[config.mk]
export PLATFORM = sky130hd
export DESIGN_NAME = usbh_list_sched
export DESIGN_NICKNAME = d
export VERILOG_FILES = /design/src/rtl/usbl_pkg.sv /design/src/rtl/usbl_cfg_regs.sv /design/src/rtl/usbl_frame_gate.sv /design/src/rtl/usbl_ratio_ctr.sv /design/src/rtl/usbl_list_arb.sv /design/src/rtl/usbh_list_sched.sv
export SDC_FILE = /design/constraint.sdc
export NUM_CORES = 1
export LEC_CHECK = 0
export ABC_CLOCK_PERIOD_IN_PS = 8220
export BUFFER_PORTS_ARGS = -buffer_cell sky130_fd_sc_hd__buf_2
export CORE_MARGIN = 3
export CORE_UTILIZATION = 44
export CTS_BUF_LIST = sky130_fd_sc_hd__clkbuf_2
export CTS_CLUSTER_DIAMETER = 120
export DETAILED_ROUTE_END_ITERATION = 8
export PLACE_DENSITY = 0.81
export SYNTH_ARGS = -nofsm -noshare
export SYNTH_HDL_FRONTEND = slang
export SYNTH_HIERARCHICAL = 1
export SYNTH_SLANG_ARGS = --single-unit
[constraint.sdc]
create_clock -name clk_i -period 8.22 [get_ports clk_i]
set_input_delay 1.644 -clock clk_i [delete_from_list [all_inputs] [get_ports clk_i]]
set_output_delay 1.644 -clock clk_i [all_outputs]
set_load 0.03 [all_outputs]
[src/rtl/usbl_pkg.sv]
package usbl_pkg;
  localparam int RATIO_W = 2;
  localparam int CFG_W   = RATIO_W + 4;

  typedef enum logic [1:0] {
    L_IDLE = 2'd0,
    L_PER  = 2'd1,
    L_CTRL = 2'd2,
    L_BULK = 2'd3
  } list_e;

  typedef struct packed {
    logic [RATIO_W-1:0] ratio;
    logic               bulk_en;
    logic               ctrl_en;
    logic               iso_en;
    logic               per_en;
  } cfg_t;
endpackage

[src/rtl/usbl_cfg_regs.sv]
module usbl_cfg_regs
  import usbl_pkg::*;
(
  input  logic             clk_i,
  input  logic             rst_ni,
  input  logic             we_i,
  input  logic [CFG_W-1:0] wdata_i,
  output cfg_t             cfg_o
);
  cfg_t cfg_q;

  always_ff @(posedge clk_i or negedge rst_ni) begin
    if (!rst_ni)   cfg_q <= '0;
    else if (we_i) cfg_q <= cfg_t'(wdata_i);
  end

  assign cfg_o = cfg_q;

  p_hold_r11: assert property (@(posedge clk_i) disable iff (!rst_ni)
    !we_i |=> $stable(cfg_q));
endmodule

[src/rtl/usbl_frame_gate.sv]
module usbl_frame_gate (
  input  logic clk_i,
  input  logic rst_ni,
  input  logic sof_i,
  input  logic ctrl_en_i,
  output logic ctrl_frame_en_o
);
  logic ctrl_frame_q;

  // control enable is captured per frame
  always_ff @(posedge clk_i or negedge rst_ni) begin
    if (!rst_ni)    ctrl_frame_q <= 1'b0;
    else if (sof_i) ctrl_frame_q <= ctrl_en_i;
  end

  assign ctrl_frame_en_o = ctrl_frame_q;

  p_frame_stable_r5: assert property (@(posedge clk_i) disable iff (!rst_ni)
    !sof_i |=> $stable(ctrl_frame_q));
endmodule

[src/rtl/usbl_ratio_ctr.sv]
module usbl_ratio_ctr #(
  parameter int RATIO_W = 2
) (
  input  logic               clk_i,
  input  logic               rst_ni,
  input  logic               sof_i,
  input  logic               ctrl_done_i,
  input  logic               bulk_done_i,
  input  logic [RATIO_W-1:0] ratio_i,
  output logic               ctrl_turn_o
);
  localparam int CNT_W = RATIO_W + 1;
  localparam logic [CNT_W-1:0] CNT_MAX = CNT_W'(1) << RATIO_W;

  logic [CNT_W-1:0] cnt_q, cnt_d, n_ctrl;

  assign n_ctrl = CNT_W'(ratio_i) + CNT_W'(1);

  always_comb begin
    cnt_d = cnt_q;
    if (sof_i || bulk_done_i)                 cnt_d = '0;
    else if (ctrl_done_i && cnt_q < n_ctrl)   cnt_d = cnt_q + CNT_W'(1);
  end

  always_ff @(posedge clk_i or negedge rst_ni) begin
    if (!rst_ni) cnt_q <= '0;
    else         cnt_q <= cnt_d;
  end

  // turn is judged on the count after this cycle's event
  assign ctrl_turn_o = (cnt_d < n_ctrl);

  p_cnt_bound_r7: assert property (@(posedge clk_i) disable iff (!rst_ni)
    cnt_q <= CNT_MAX);
  p_cnt_clear_r9: assert property (@(posedge clk_i) disable iff (!rst_ni)
    (sof_i || bulk_done_i) |=> cnt_q == '0);
endmodule

[src/rtl/usbl_list_arb.sv]
module usbl_list_arb
  import usbl_pkg::*;
(
  input  logic  clk_i,
  input  logic  rst_ni,
  input  logic  sof_i,
  input  logic  ep_done_i,
  input  logic  per_en_i,
  input  logic  ctrl_en_i,
  input  logic  ctrl_frame_en_i,
  input  logic  bulk_en_i,
  input  logic  per_empty_i,
  input  logic  ctrl_empty_i,
  input  logic  bulk_empty_i,
  input  logic  ctrl_turn_i,
  output list_e sel_o,
  output logic  ctrl_done_o,
  output logic  bulk_done_o
);
  list_e sel_q, sel_d;
  logic  ctrl_ok, ctrl_ok_sof, bulk_ok, step;

  function automatic list_e pick(input logic c_ok, input logic b_ok, input logic turn);
    if (c_ok && b_ok) return turn ? L_CTRL : L_BULK;
    else if (c_ok)    return L_CTRL;
    else if (b_ok)    return L_BULK;
    else              return L_IDLE;
  endfunction

  assign ctrl_ok     = ctrl_frame_en_i && ctrl_en_i && !ctrl_empty_i;
  assign ctrl_ok_sof = ctrl_en_i && !ctrl_empty_i;
  assign bulk_ok     = bulk_en_i && !bulk_empty_i;
  assign step        = ep_done_i && (sel_q != L_IDLE);

  always_comb begin
    sel_d = sel_q;
    if (sof_i) begin
      if (per_en_i && !per_empty_i) sel_d = L_PER;
      else                          sel_d = pick(ctrl_ok_sof, bulk_ok, 1'b1);
    end else if (step) begin
      if (sel_q == L_PER && !per_empty_i) sel_d = L_PER;
      else                                sel_d = pick(ctrl_ok, bulk_ok, ctrl_turn_i);
    end
  end

  always_ff @(posedge clk_i or negedge rst_ni) begin
    if (!rst_ni) sel_q <= L_IDLE;
    else         sel_q <= sel_d;
  end

  assign sel_o       = sel_q;
  assign ctrl_done_o = step && !sof_i && (sel_q == L_CTRL);
  assign bulk_done_o = step && !sof_i && (sel_q == L_BULK);

  p_per_only_sof_r2: assert property (@(posedge clk_i) disable iff (!rst_ni)
    (sel_q != L_PER && !sof_i) |=> sel_q != L_PER);
  p_per_first_r3: assert property (@(posedge clk_i) disable iff (!rst_ni)
    (sof_i && per_en_i && !per_empty_i) |=> sel_q == L_PER);
  p_ctrl_enabled_r5: assert property (@(posedge clk_i) disable iff (!rst_ni)
    (sel_q != L_CTRL && (sof_i || step)) |=> (sel_q != L_CTRL || $past(ctrl_en_i)));
  p_bulk_enabled_r6: assert property (@(posedge clk_i) disable iff (!rst_ni)
    (sel_q != L_BULK) |=> (sel_q != L_BULK || $past(bulk_en_i)));
  p_idle_hold_r10: assert property (@(posedge clk_i) disable iff (!rst_ni)
    (sel_q == L_IDLE && !sof_i) |=> sel_q == L_IDLE);
endmodule

[src/rtl/usbh_list_sched.sv]
module usbh_list_sched
  import usbl_pkg::*;
(
  input  logic             clk_i,
  input  logic             rst_ni,
  input  logic             cfg_we_i,
  input  logic [CFG_W-1:0] cfg_wdata_i,
  output logic [CFG_W-1:0] cfg_rdata_o,
  input  logic             sof_i,
  input  logic             ep_done_i,
  input  logic             per_empty_i,
  input  logic             ctrl_empty_i,
  input  logic             bulk_empty_i,
  input  logic             iso_found_i,
  output logic [1:0]       list_sel_o,
  output logic             iso_skip_o
);
  cfg_t  cfg;
  list_e sel;
  logic  ctrl_frame_en, ctrl_turn, ctrl_done, bulk_done;

  usbl_cfg_regs u_cfg (
    .clk_i   (clk_i),
    .rst_ni  (rst_ni),
    .we_i    (cfg_we_i),
    .wdata_i (cfg_wdata_i),
    .cfg_o   (cfg)
  );

  usbl_frame_gate u_gate (
    .clk_i           (clk_i),
    .rst_ni          (rst_ni),
    .sof_i           (sof_i),
    .ctrl_en_i       (cfg.ctrl_en),
    .ctrl_frame_en_o (ctrl_frame_en)
  );

  usbl_ratio_ctr #(.RATIO_W(RATIO_W)) u_ratio (
    .clk_i       (clk_i),
    .rst_ni      (rst_ni),
    .sof_i       (sof_i),
    .ctrl_done_i (ctrl_done),
    .bulk_done_i (bulk_done),
    .ratio_i     (cfg.ratio),
    .ctrl_turn_o (ctrl_turn)
  );

  usbl_list_arb u_arb (
    .clk_i           (clk_i),
    .rst_ni          (rst_ni),
    .sof_i           (sof_i),
    .ep_done_i       (ep_done_i),
    .per_en_i        (cfg.per_en),
    .ctrl_en_i       (cfg.ctrl_en),
    .ctrl_frame_en_i (ctrl_frame_en),
    .bulk_en_i       (cfg.bulk_en),
    .per_empty_i     (per_empty_i),
    .ctrl_empty_i    (ctrl_empty_i),
    .bulk_empty_i    (bulk_empty_i),
    .ctrl_turn_i     (ctrl_turn),
    .sel_o           (sel),
    .ctrl_done_o     (ctrl_done),
    .bulk_done_o     (bulk_done)
  );

  assign cfg_rdata_o = CFG_W'(cfg);
  assign list_sel_o  = sel;
  // isochronous enable is read live at each isochronous endpoint
  assign iso_skip_o  = (sel == L_PER) && iso_found_i && !cfg.iso_en;

  p_iso_skip_r4: assert property (@(posedge clk_i) disable iff (!rst_ni)
    iso_skip_o |-> (list_sel_o == 2'b01 && !cfg_rdata_o[1]));
endmodule

; ---- Yosys cells after proc, flatten, opt, wreduce, memory -nomap -nowiden
; Index checks and enable logic that the tools add are counted.
[word_totals]
register_bits = 12
latch_bits = 0
ramBits = 0
rom_bits = 0
inputBits = 15
output_inout_bits = 9
elab_cells = 50
memories = 0
[classes]
add_sub_neg = 2
mul = 0
div = 0
magnitude_cmp = 2
n_eq_ne = 3
shifts = 0
mux = 12
bitwise = 0
n_reduce_logical = 23
[ops]
columns = operator, n
row1 = 2-bit two-way mux, 9
row2 = 1-bit logical AND, 15
row3 = 3-bit less-than comparator, 2
row4 = 3-bit two-way mux, 2
row5 = 1-bit zero test, 5
row6 = "2-bit == test, second input constant", 2
row7 = 2-bit nonzero test, 2
row8 = "2-bit by 1-bit adder with 3-bit output, second input constant", 1
row9 = "3-bit by 1-bit adder with 3-bit output, second input constant", 1
row10 = "2-bit by 1-bit == test with 1-bit output, second input constant", 1
row11 = 1-bit logical OR, 1
row12 = 1-bit two-way mux, 1

; ---- Depth between registers and ports, before layout
; Gate-level depths: netlist of the first run.
[logic_depth]
ltp_word = 13
ltp_mapped = 14
depth_no_buf = 14

; ---- Cells and area by module
; Netlist of the first run, hierarchy kept.
[by_module_without_submodules]
columns = mod, n_inst, cells_each, area_per_inst_um2, seq_area_each_um2
row1 = usbl_ratio_ctr, 1, 26, 267.8, 75.1
row2 = usbl_cfg_regs, 1, 13, 251.5, 150.1
row3 = usbl_list_arb, 1, 23, 198.9, 50.0
row4 = usbl_frame_gate, 1, 2, 40.0, 25.0
row5 = usbh_list_sched, 1, 1, 12.5, 0.0

; ---- Worst setup path after synthesis of the first run
; Ideal clock, no wire load.
[synth_path]
path_kind = input to register
start = input port ep_done_i
end = register u_arb.sel_q[0] (netlist: u_arb/sel_o[0])
setup_time_ns = 0.131
arrival_ns = 3.491
t_required_ns = 8.089
slack_ns = 4.599
cell_stages = 14
path_buffers = 0
path_cell_list = nor2b_4 -> nand2_1 -> nor2_1 -> and2b_1 -> nand3_2 -> mux2i_1 -> nor3_1 -> ha_1 -> a21o_1 -> a21oi_1 -> o41a_1 -> nand4b_1 -> a21oi_1 -> o221ai_2
[synth_between]
elab_chain_len = 12
word_cells_on_any_way = 15
cone_classes = order compare (1) / mux (7) / reduce/logical (7)
[synth_lines]
columns = item, line_no
row1 = from (decl), usbh_list_sched.sv:10  ; input logic ep_done_i,
row2 = 1-bit logical AND, usbl_list_arb.sv:33  ; assign step = ep_done_i && (sel_q != L_IDLE);
row3 = 1-bit logical AND (2 in a row), usbl_list_arb.sv:52  ; assign ctrl_done_o = step && !sof_i && (sel_q == L_CTRL);
row4 = net ctrl_done, usbh_list_sched.sv:20  ; logic ctrl_frame_en, ctrl_turn, ctrl_done, bulk_done;
row5 = 1-bit logical AND, usbl_ratio_ctr.sv:22  ; else if (ctrl_done_i && cnt_q < n_ctrl) cnt_d = cnt_q + CNT_W'(1);
row6 = 3-bit two-way mux, usbl_ratio_ctr.sv:22
row7 = 3-bit two-way mux, usbl_ratio_ctr.sv:21  ; if (sof_i || bulk_done_i) cnt_d = '0;
row8 = net u_ratio.cnt_d[1], usbl_ratio_ctr.sv:15  ; logic [CNT_W-1:0] cnt_q, cnt_d, n_ctrl;
row9 = 3-bit less-than comparator, usbl_ratio_ctr.sv:31  ; assign ctrl_turn_o = (cnt_d < n_ctrl);
row10 = net ctrl_turn, usbh_list_sched.sv:20
row11 = 1-bit two-way mux, usbl_list_arb.sv:24  ; if (c_ok && b_ok) return turn ? L_CTRL : L_BULK;
row12 = 2-bit two-way mux, usbl_list_arb.sv:24
row13 = 2-bit two-way mux, usbl_list_arb.sv:41  ; if (sel_q == L_PER && !per_empty_i) sel_d = L_PER;
row14 = 2-bit two-way mux, usbl_list_arb.sv:40  ; end else if (step) begin
row15 = 2-bit two-way mux, usbl_list_arb.sv:37  ; if (sof_i) begin
row16 = to (signal assigned), usbl_list_arb.sv:48  ; else sel_q <= sel_d;
row17 = to (decl), usbl_list_arb.sv:20  ; list_e sel_q, sel_d;
; The timed path passes the listed nets, and every way through them passes these cells. The select of a mux whose other input is x is not followed.
; A chain may end at the register's enable or synchronous reset.

; ---- Worst setup path after layout of the first run
[layout_path]
start = input port iso_found_i
end = output port iso_skip_o
[layout_between]
elab_chain_len = 2
[layout_lines]
columns = item, line_no
row1 = from (decl), usbh_list_sched.sv:14  ; input logic iso_found_i,
row2 = 1-bit logical AND (2 in a row), usbh_list_sched.sv:69  ; assign iso_skip_o = (sel == L_PER) && iso_found_i && !cfg.iso_en;
row3 = to (decl), usbh_list_sched.sv:16  ; output logic iso_skip_o
; Every way passes these cells.

==> results of run 1 <==
flip-flops by register name, summed over array words and instances, names as in the netlist:
name,count
u_gate/ctrl_frame_en_o,1
u_arb/sel_o,2
u_cfg/cfg_o,6
u_ratio/cnt_q,3
stage by stage:
stage | cells | hold WS [ps] | utilization (%)
after floorplan | 65 | 505.0 | -
after global placement | 103 | 517.2 | 56.75
after detailed placement | 103 | 517.9 | 56.75
after CTS | 107 | 557.5 | 57.94
after global routing | 107 | 571.6 | 57.94
final | 107 | 562.5 | 57.94
synth_stat cells, drive strengths merged:
library cell   n
dfrtp         12
mux2           7
ha             6
inv            5
nand2          5
a21oi          3
nor2b          3
nor3           3
nor2           2
o221ai         2
xor2           2
a21o           1
and2b          1
and3           1
and4bb         1
buf            1
mux2i          1
nand3          1
nand4          1
nand4b         1
nor3b          1
o211ai         1
o21ai          1
o311ai         1
o32a           1
o41a           1
per-layer routing:
layer  part of all wire (%)  up-vias  routed length, µm
met3                    4.9        2                 71
met2                     48       15                685
met5                      0        -                  0
met1                     46      264                663
li1                       -      293                  -
met4                    1.0        0                 15
cells by family (layout without fill, tap and decap cells):
logic type,count (synthesis),after routing
multiplexers,8,8
AND/OR/NAND/NOR,20,20
XOR/XNOR,2,2
adder cells (fa/ha/maj),6,6
buffers and inverters,6,32
flip-flops,12,12
AO/OA/AOI/OAI,11,11
power by group through the flow:
stage	logic [mW]	registers, mW	clock network, mW
5_1_grt	0.0483	0.0720	0.0341
3_5_place_dp	0.0445	0.0719	0
6_report	0.0447	0.0707	0.0306
3_3_place_gp	0.0434	0.0714	0
4_1_cts	0.0448	0.0708	0.0328
2_1_floorplan	0.0230	0.0793	0
worst max-delay path, delay by kind of cell:
| kind | cells | cell delay [ps] |
|---|---|---|
| buf+inv | 2 | 260 |
| simple gates | 1 | 200 |
worst min path at each step:
stage | endpoint | cells after the start | start | slack, ps
6_report | u_cfg/cfg_o[1] | 1 | u_cfg/cfg_o[1] | 560
3_5_place_dp | u_cfg/cfg_o[0] | 1 | u_cfg/cfg_o[0] | 520
3_3_place_gp | u_cfg/cfg_o[1] | 1 | u_cfg/cfg_o[1] | 520
5_1_grt | u_cfg/cfg_o[1] | 1 | u_cfg/cfg_o[1] | 570
2_1_floorplan | u_gate/ctrl_frame_en_o | 1 | u_gate/ctrl_frame_en_o | 510
4_1_cts | u_cfg/cfg_o[1] | 1 | u_cfg/cfg_o[1] | 560
cell type report:
cell class	instances	area share [%]
inverters	5	2.055
clock buffers	3	1.644
flip-flops and latches	12	32.88
well taps	16	2.192
multi-input cells	47	48.22
repair buffers	23	12.60
clock inverters	1	0.4110
==> impl_metrics.xml, run 1 <==
<?xml version="1.0" encoding="UTF-8"?>
<metrics>
  <group name="synthesis">
    <metric name="postSynthNetCount" unit="">86</metric>
    <metric name="ys_warn_count" unit="">6</metric>
    <metric name="ys_top_cells_by_area" unit="">sky130_fd_sc_hd__dfrtp_1 39%, sky130_fd_sc_hd__mux2_4 14%, sky130_fd_sc_hd__ha_1 9.7%</metric>
    <metric name="synth_compound_area_share" unit="%">12.66</metric>
    <metric name="muxShareOfSynthArea" unit="%">14.94</metric>
    <metric name="post_synth_inst_count" unit="">65</metric>
    <metric name="netlist_area" unit="µm²">770.7</metric>
    <metric name="post_synth_xor_xnor_area" unit="%">2.273</metric>
    <metric name="yosysUniqueCellTypes" unit="">28</metric>
    <metric name="postSynthRegisterBits" unit="">12</metric>
    <metric name="synth_simple_gate_area_share" unit="%">17.53</metric>
    <metric name="avgSynthCellArea" unit="µm²">11.86</metric>
    <metric name="synth_sequential_area_ratio" unit="%">38.96</metric>
    <metric name="synth_area_leader_cell" unit="">sky130_fd_sc_hd__dfrtp_1</metric>
    <metric name="combinational_family_with_the_most_area_after_synthesis" unit="">simple AND/OR/NAND/NOR gates</metric>
    <metric name="post_synth_fa_ha_maj_area_fraction" unit="%">9.740</metric>
    <metric name="yosysTopAreaCellShare" unit="%">38.96</metric>
  </group>
  <group name="floorplan">
    <metric name="pin_count" unit="">24</metric>
    <metric name="placement_rows" unit="">14</metric>
    <metric name="dieArea" unit="µm²">2290</metric>
    <metric name="die_h" unit="µm">47.86</metric>
    <metric name="core_area" unit="µm²">1577</metric>
    <metric name="initial_core_util" unit="%">48.89</metric>
    <metric name="die_w" unit="µm">47.86</metric>
  </group>
  <group name="clock_tree">
    <metric name="post_cts_buffers" unit="">0</metric>
    <metric name="cts_buffer_depth" unit="">2</metric>
    <metric name="cts-buffers-inserted" unit="">3</metric>
    <metric name="cts-htree-levels" unit="">1</metric>
    <metric name="cts-resized-gates" unit="">0</metric>
    <metric name="clk_pin_slew" unit="ps">120</metric>
    <metric name="cts.hold.buffers_added" unit="">0</metric>
    <metric name="cts_sinks" unit="">12</metric>
    <metric name="clk-insertion-delay-late" unit="ps">260</metric>
    <metric name="clk_root_buf" unit="">sky130_fd_sc_hd__clkbuf_2</metric>
    <metric name="tritoncts" unit="">done</metric>
  </group>
  <group name="route">
    <metric name="firstDrtPassIters" unit="">4</metric>
    <metric name="vias" unit="">574</metric>
    <metric name="avgViaCountPerCell" unit="">5.364</metric>
    <metric name="routedWlPerCell" unit="µm">13.41</metric>
    <metric name="final_antenna_net_count" unit="">0</metric>
    <metric name="remaining_drc_errors" unit="">0</metric>
    <metric name="initialDrtViolationCount" unit="">4</metric>
    <metric name="routed_wl" unit="µm">1435</metric>
  </group>
  <group name="critical_path">
    <metric name="cpMostUsedCell" unit="">sky130_fd_sc_hd__buf_2</metric>
    <metric name="worstPathCellList" unit="">buf_2 -&gt; and4bb_2 -&gt; buf_2</metric>
    <metric name="crit_path_end" unit="">iso_skip_o</metric>
    <metric name="critPathLaunch" unit="">iso_found_i</metric>
    <metric name="cp_max_fo" unit="">1</metric>
    <metric name="r2r_start" unit="">u_cfg/cfg_o[4]</metric>
    <metric name="critical_path_class" unit="">primary input to output pin</metric>
    <metric name="crit_path_top_delay_cell" unit="">sky130_fd_sc_hd__and4bb_2</metric>
    <metric name="worstSetupStartpointType" unit="">primary input</metric>
    <metric name="cp.arrival" unit="ps">2110</metric>
    <metric name="worst_setup_path_end_kind" unit="">output pin</metric>
    <metric name="worst-r2r-setup-slack" unit="ps">5300</metric>
    <metric name="required" unit="ps">6580</metric>
    <metric name="cpPeakStageDelay" unit="ps">200</metric>
    <metric name="critical_path.reg2reg.endpoint" unit="">u_arb/sel_o[0]</metric>
    <metric name="timing.reg2reg.worst_path_depth" unit="">14</metric>
  </group>
  <group name="power_and_ir_drop">
    <metric name="ir_drop" unit="µV">95.61</metric>
    <metric name="power.share.sequential" unit="%">48.4</metric>
    <metric name="p_per_area" unit="nW/µm²">159.8</metric>
    <metric name="post-layout-total-power" unit="mW">0.1460</metric>
    <metric name="power.share.combinational" unit="%">30.6</metric>
    <metric name="p_sw_share" unit="%">34.96</metric>
    <metric name="clock_network_fraction_of_total_power" unit="%">20.9</metric>
    <metric name="p_switching" unit="mW">0.05104</metric>
    <metric name="p_leak" unit="nW">0.4841</metric>
    <metric name="p_int" unit="mW">0.09494</metric>
  </group>
  <group name="timing">
    <metric name="period_share" unit="%">45.62</metric>
    <metric name="finalSetupViolations" unit="">0</metric>
    <metric name="worstMarginPinSlew" unit="ps">282.2</metric>
    <metric name="clock.fmax" unit="GHz">0.2666</metric>
    <metric name="fin_setup_tns" unit="ps">0</metric>
    <metric name="fin_worst_skew" unit="ps">2.533</metric>
    <metric name="fin_crit" unit="ps">3750</metric>
    <metric name="slew_viol_final" unit="">0</metric>
    <metric name="final_critical_path_setup_slack" unit="ps">4470</metric>
    <metric name="final_hold_viol_count" unit="">0</metric>
    <metric name="relSlewSlack" unit="%">81.15</metric>
    <metric name="rsz_0062_raised_after_global_routing" unit="">no</metric>
  </group>
  <group name="global_routing">
    <metric name="routing_usage_on_met2" unit="%">22.69</metric>
    <metric name="grt_start_max_net_pins" unit="">13</metric>
    <metric name="gr-usage-met1" unit="%">18.76</metric>
    <metric name="gr-max-usage-layer" unit="">met2</metric>
    <metric name="grt_antenna_before_repair" unit="">0</metric>
    <metric name="globalRouteMet3Util" unit="%">2.256</metric>
    <metric name="global_route_wire_length_before_repair" unit="µm">2304</metric>
    <metric name="first_global_vias" unit="">561</metric>
    <metric name="grt-ovfl-total" unit="">0</metric>
    <metric name="grt.total_usage" unit="%">14.68</metric>
  </group>
  <group name="final_layout">
    <metric name="most_common_cell_after_layout_fill_and_taps_aside" unit="">sky130_fd_sc_hd__buf_2</metric>
    <metric name="stdcell_area" unit="µm²">913.4</metric>
    <metric name="drive_gt1_share" unit="%">45.05</metric>
    <metric name="num_antenna_cells" unit="">0</metric>
    <metric name="register_area" unit="µm²">300.3</metric>
    <metric name="syn_to_final_growth" unit="%">18.51</metric>
    <metric name="fillCellCount" unit="">136</metric>
    <metric name="mostFrequentLayoutCells" unit="">23 x sky130_fd_sc_hd__buf_2, 12 x sky130_fd_sc_hd__dfrtp_1, 7 x sky130_fd_sc_hd__mux2_4, 6 x sky130_fd_sc_hd__ha_1</metric>
    <metric name="multi_input_comb_area" unit="µm²">440.4</metric>
    <metric name="final_net_count" unit="">113</metric>
  </group>
  <group name="placement">
    <metric name="io_buffer_count" unit="">23</metric>
    <metric name="detailed_place_hpwl" unit="µm">1121</metric>
    <metric name="replace_congestion" unit="">0.6794</metric>
    <metric name="pre_cts_ws" unit="ps">4254</metric>
    <metric name="placed_area" unit="µm²">894.6</metric>
  </group>
  <group name="run_status">
    <metric name="run_status" unit="">complete, no violations</metric>
  </group>
  <group name="hold_path">
    <metric name="worst_min_path_class" unit="">flip-flop to flip-flop</metric>
  </group>
  <group name="job">
    <metric name="max-cap-violations" unit="">0</metric>
  </group>
</metrics>
Power figures use the tool's default switching activity.
==> inputs of run 2 (changes only) <==
- ABC_CLOCK_PERIOD_IN_PS: 8220 -> 3080
- PLACE_DENSITY: 0.81 -> 0.84
- clock period: 8.22 -> 3.08 ns (I/O delays scaled with it)
==> run 2 against run 1 <==
  * Final cell count rose by 1.9%
  * Core utilization rose by 1.8 points
  * Global-route usage fell by 0.81 points
  * Power rose to 2.6 times the previous value
  * Cell area rose by 3.2%
  * Die area did not move
  * Clock skew fell by 0.78 ps
  * First-iteration DRC count did not move
  * Critical endpoint is now u_arb/sel_o[0]
==> impl_metrics.xml, run 2 (synthesized netlist as in run 1, its figures left out) <==
<?xml version="1.0" encoding="UTF-8"?>
<metrics>
  <group name="run_status">
    <metric name="run_status" unit="">complete, no violations</metric>
  </group>
  <group name="final_layout">
    <metric name="largest_reg_flops" unit="">6</metric>
    <metric name="most_common_cell_after_layout_fill_and_taps_aside" unit="">sky130_fd_sc_hd__buf_2</metric>
    <metric name="post-route-util" unit="%">59.76</metric>
    <metric name="mostFrequentLayoutCells" unit="">23 x sky130_fd_sc_hd__buf_2, 11 x sky130_fd_sc_hd__dfrtp_1, 7 x sky130_fd_sc_hd__mux2_4, 6 x sky130_fd_sc_hd__ha_1</metric>
    <metric name="drive_gt1_share" unit="%">50.54</metric>
    <metric name="num_antenna_cells" unit="">0</metric>
    <metric name="layoutNonFillerInstCount" unit="">109</metric>
    <metric name="final_net_count" unit="">116</metric>
    <metric name="syn_to_final_growth" unit="%">22.24</metric>
  </group>
  <group name="floorplan">
    <metric name="initial_core_util" unit="%">48.89</metric>
    <metric name="core_area" unit="µm²">1577</metric>
    <metric name="placement_rows" unit="">14</metric>
    <metric name="die_h" unit="µm">47.86</metric>
    <metric name="dieArea" unit="µm²">2290</metric>
    <metric name="pin_count" unit="">24</metric>
    <metric name="die_w" unit="µm">47.86</metric>
  </group>
  <group name="clock_tree">
    <metric name="cts.hold.buffers_added" unit="">0</metric>
    <metric name="cts-htree-levels" unit="">1</metric>
    <metric name="tritoncts" unit="">done</metric>
    <metric name="clk_root_buf" unit="">sky130_fd_sc_hd__clkbuf_2</metric>
    <metric name="clk_pin_slew" unit="ps">100</metric>
    <metric name="cts_buffer_depth" unit="">2</metric>
    <metric name="cts-buffers-inserted" unit="">3</metric>
    <metric name="cts_sinks" unit="">12</metric>
    <metric name="clk-insertion-delay-late" unit="ps">230</metric>
  </group>
  <group name="timing">
    <metric name="relSlewSlack" unit="%">76.55</metric>
    <metric name="finalSetupViolations" unit="">0</metric>
    <metric name="final_critical_path_setup_slack" unit="ps">158.5</metric>
    <metric name="worstMarginPinSlew" unit="ps">350.9</metric>
    <metric name="period_share" unit="%">94.86</metric>
    <metric name="slew_viol_final" unit="">0</metric>
    <metric name="fin_worst_skew" unit="ps">1.750</metric>
    <metric name="clock.fmax" unit="GHz">0.3423</metric>
    <metric name="final_hold_viol_count" unit="">0</metric>
    <metric name="fin_crit" unit="ps">2922</metric>
  </group>
  <group name="route">
    <metric name="final_antenna_net_count" unit="">0</metric>
    <metric name="avgViaCountPerCell" unit="">5.523</metric>
    <metric name="routedWlPerCell" unit="µm">14.22</metric>
    <metric name="firstDrtPassIters" unit="">4</metric>
    <metric name="routed_wl" unit="µm">1550</metric>
    <metric name="remaining_drc_errors" unit="">0</metric>
    <metric name="vias" unit="">602</metric>
    <metric name="initialDrtViolationCount" unit="">4</metric>
  </group>
  <group name="critical_path">
    <metric name="cp.arrival" unit="ps">3040</metric>
    <metric name="worst_setup_path_end_kind" unit="">flip-flop</metric>
    <metric name="worstPathCellList" unit="">ha_1 -&gt; inv_1 -&gt; ha_1 -&gt; o211ai_2 -&gt; nand3_2 -&gt; mux2i_1 -&gt; nor3_2 -&gt; ha_1 -&gt; a21o_1 -&gt; a21oi_1 -&gt; o41a_1 -&gt; nand4b_1 -&gt; a21oi_2 -&gt; o221ai_2</metric>
    <metric name="worstSetupStartpointType" unit="">flip-flop</metric>
    <metric name="crit_path_top_delay_cell" unit="">sky130_fd_sc_hd__dfrtp_2</metric>
    <metric name="crit_family" unit="">adder cells</metric>
    <metric name="critical_path_buf_inv_count" unit="">1</metric>
    <metric name="critical_path_class" unit="">flip-flop to flip-flop</metric>
    <metric name="cpMostUsedCell" unit="">sky130_fd_sc_hd__ha_1</metric>
    <metric name="cpPeakStageDelay" unit="ps">440</metric>
    <metric name="required" unit="ps">3200</metric>
    <metric name="cp_max_fo" unit="">4</metric>
  </group>
  <group name="power_and_ir_drop">
    <metric name="power.share.sequential" unit="%">48.8</metric>
    <metric name="p_int" unit="mW">0.2565</metric>
    <metric name="post-layout-total-power" unit="mW">0.3858</metric>
    <metric name="power.share.combinational" unit="%">33.1</metric>
    <metric name="p_leak" unit="nW">0.4992</metric>
    <metric name="ir_drop" unit="µV">344.3</metric>
    <metric name="p_switching" unit="mW">0.1293</metric>
    <metric name="p_sw_share" unit="%">33.51</metric>
    <metric name="clock_network_fraction_of_total_power" unit="%">18.1</metric>
    <metric name="p_per_area" unit="nW/µm²">409.5</metric>
  </group>
  <group name="placement">
    <metric name="detailed_place_hpwl" unit="µm">1263</metric>
    <metric name="io_buffer_count" unit="">23</metric>
    <metric name="replace_congestion" unit="">0.7112</metric>
    <metric name="pre_cts_ws" unit="ps">98.32</metric>
    <metric name="placedCellCount" unit="">104</metric>
  </group>
  <group name="global_routing">
    <metric name="grt.total_usage" unit="%">13.87</metric>
    <metric name="grt_antenna_before_repair" unit="">0</metric>
    <metric name="first_global_vias" unit="">555</metric>
    <metric name="grt_start_max_net_pins" unit="">13</metric>
    <metric name="global_route_wire_length_before_repair" unit="µm">2263</metric>
    <metric name="grt-ovfl-total" unit="">0</metric>
  </group>
  <group name="hold_path">
    <metric name="worst_min_path_class" unit="">primary input to asynchronous set/reset pin</metric>
  </group>
  <group name="job">
    <metric name="max-cap-violations" unit="">0</metric>
  </group>
</metrics>
-- run 2: changes by cell type in the layout (fill, tap and decap cells not counted), sizes merged --
cell,previous run,this run
clkinv,1,0
buf,23,26
-- run 2: through the flow --
step	cell area [µm²]	setup TNS (ps)	hold slack, ps
after CTS	917.1	0	230.9
after global routing	942.2	-15.48	237.3
after floorplan	770.7	0	320.4
final	942.2	0	229.9
after detailed placement	902.1	0	506.5
after global placement	902.1	0	507.8
-- run 2: worst register-to-register path, stage by stage, from the launching register on --
cell and delay, ps:
sky130_fd_sc_hd__dfrtp_2 440, sky130_fd_sc_hd__ha_1 290, sky130_fd_sc_hd__inv_1 60, sky130_fd_sc_hd__ha_1 280
sky130_fd_sc_hd__o211ai_2 110, sky130_fd_sc_hd__nand3_2 110, sky130_fd_sc_hd__mux2i_1 250, sky130_fd_sc_hd__nor3_2 70
sky130_fd_sc_hd__ha_1 310, sky130_fd_sc_hd__a21o_1 190, sky130_fd_sc_hd__a21oi_1 140, sky130_fd_sc_hd__o41a_1 150
sky130_fd_sc_hd__nand4b_1 120, sky130_fd_sc_hd__a21oi_2 180, sky130_fd_sc_hd__o221ai_2 100
-- run 2: cell type report --
type,instances,area [µm²]
multi-input cells,47,449.2
well taps,16,20.02
repair buffers,26,137.6
flip-flops and latches,12,301.5
inverters,5,18.77
fillers,145,634.4
clock buffers,3,15.01
-- run 2: per-layer routing --
| metal | vias up | part of all wire (%) | global-route usage [%] |
|---|---|---|---|
| met5 | - | 0 | 0 |
| met4 | 0 | 0 | 1.613 |
| met3 | 0 | 4.2 | 2.256 |
| met2 | 13 | 52 | 25.07 |
| met1 | 294 | 44 | 17.74 |
| li1 | 295 | - | - |
-- run 2: power by group through the flow --
stage / logic [mW] / clock network, mW / registers [mW]
floorplan: 0.0613 / 0 / 0.212
global placement: 0.117 / 0 / 0.191
detailed placement: 0.122 / 0 / 0.192
CTS: 0.122 / 0.0736 / 0.189
global route: 0.137 / 0.0808 / 0.191
finish: 0.128 / 0.0698 / 0.188
-- run 2: path summary, 6_finish.rpt --
| check | slack, ps | cells past startpoint | start | end |
|---|---|---|---|---|
| setup / recovery | 160 | 14 | u_cfg/cfg_o[4] | u_arb/sel_o[0] |
| hold / removal | 230 | 1 | rst_ni | u_arb/sel_o[0] |
| setup reg to reg | 160 | 14 | u_cfg/cfg_o[4] | u_arb/sel_o[0] |
| hold reg to reg | 550 | 1 | u_cfg/cfg_o[0] | u_cfg/cfg_o[0] |
| max in group asynchronous | 2620 | 1 | rst_ni | u_cfg/cfg_o[4] |
| min in group clk_i | 550 | 1 | u_cfg/cfg_o[0] | u_cfg/cfg_o[0] |
-- run 2: timing repair --
| action | 4_1_cts | 5_1_grt |
|---|---|---|
| setup buffers | 0 | 2 |
| endpoints found under the setup margin | 0 | 1 |
| gates resized for setup | 0 | 3 |
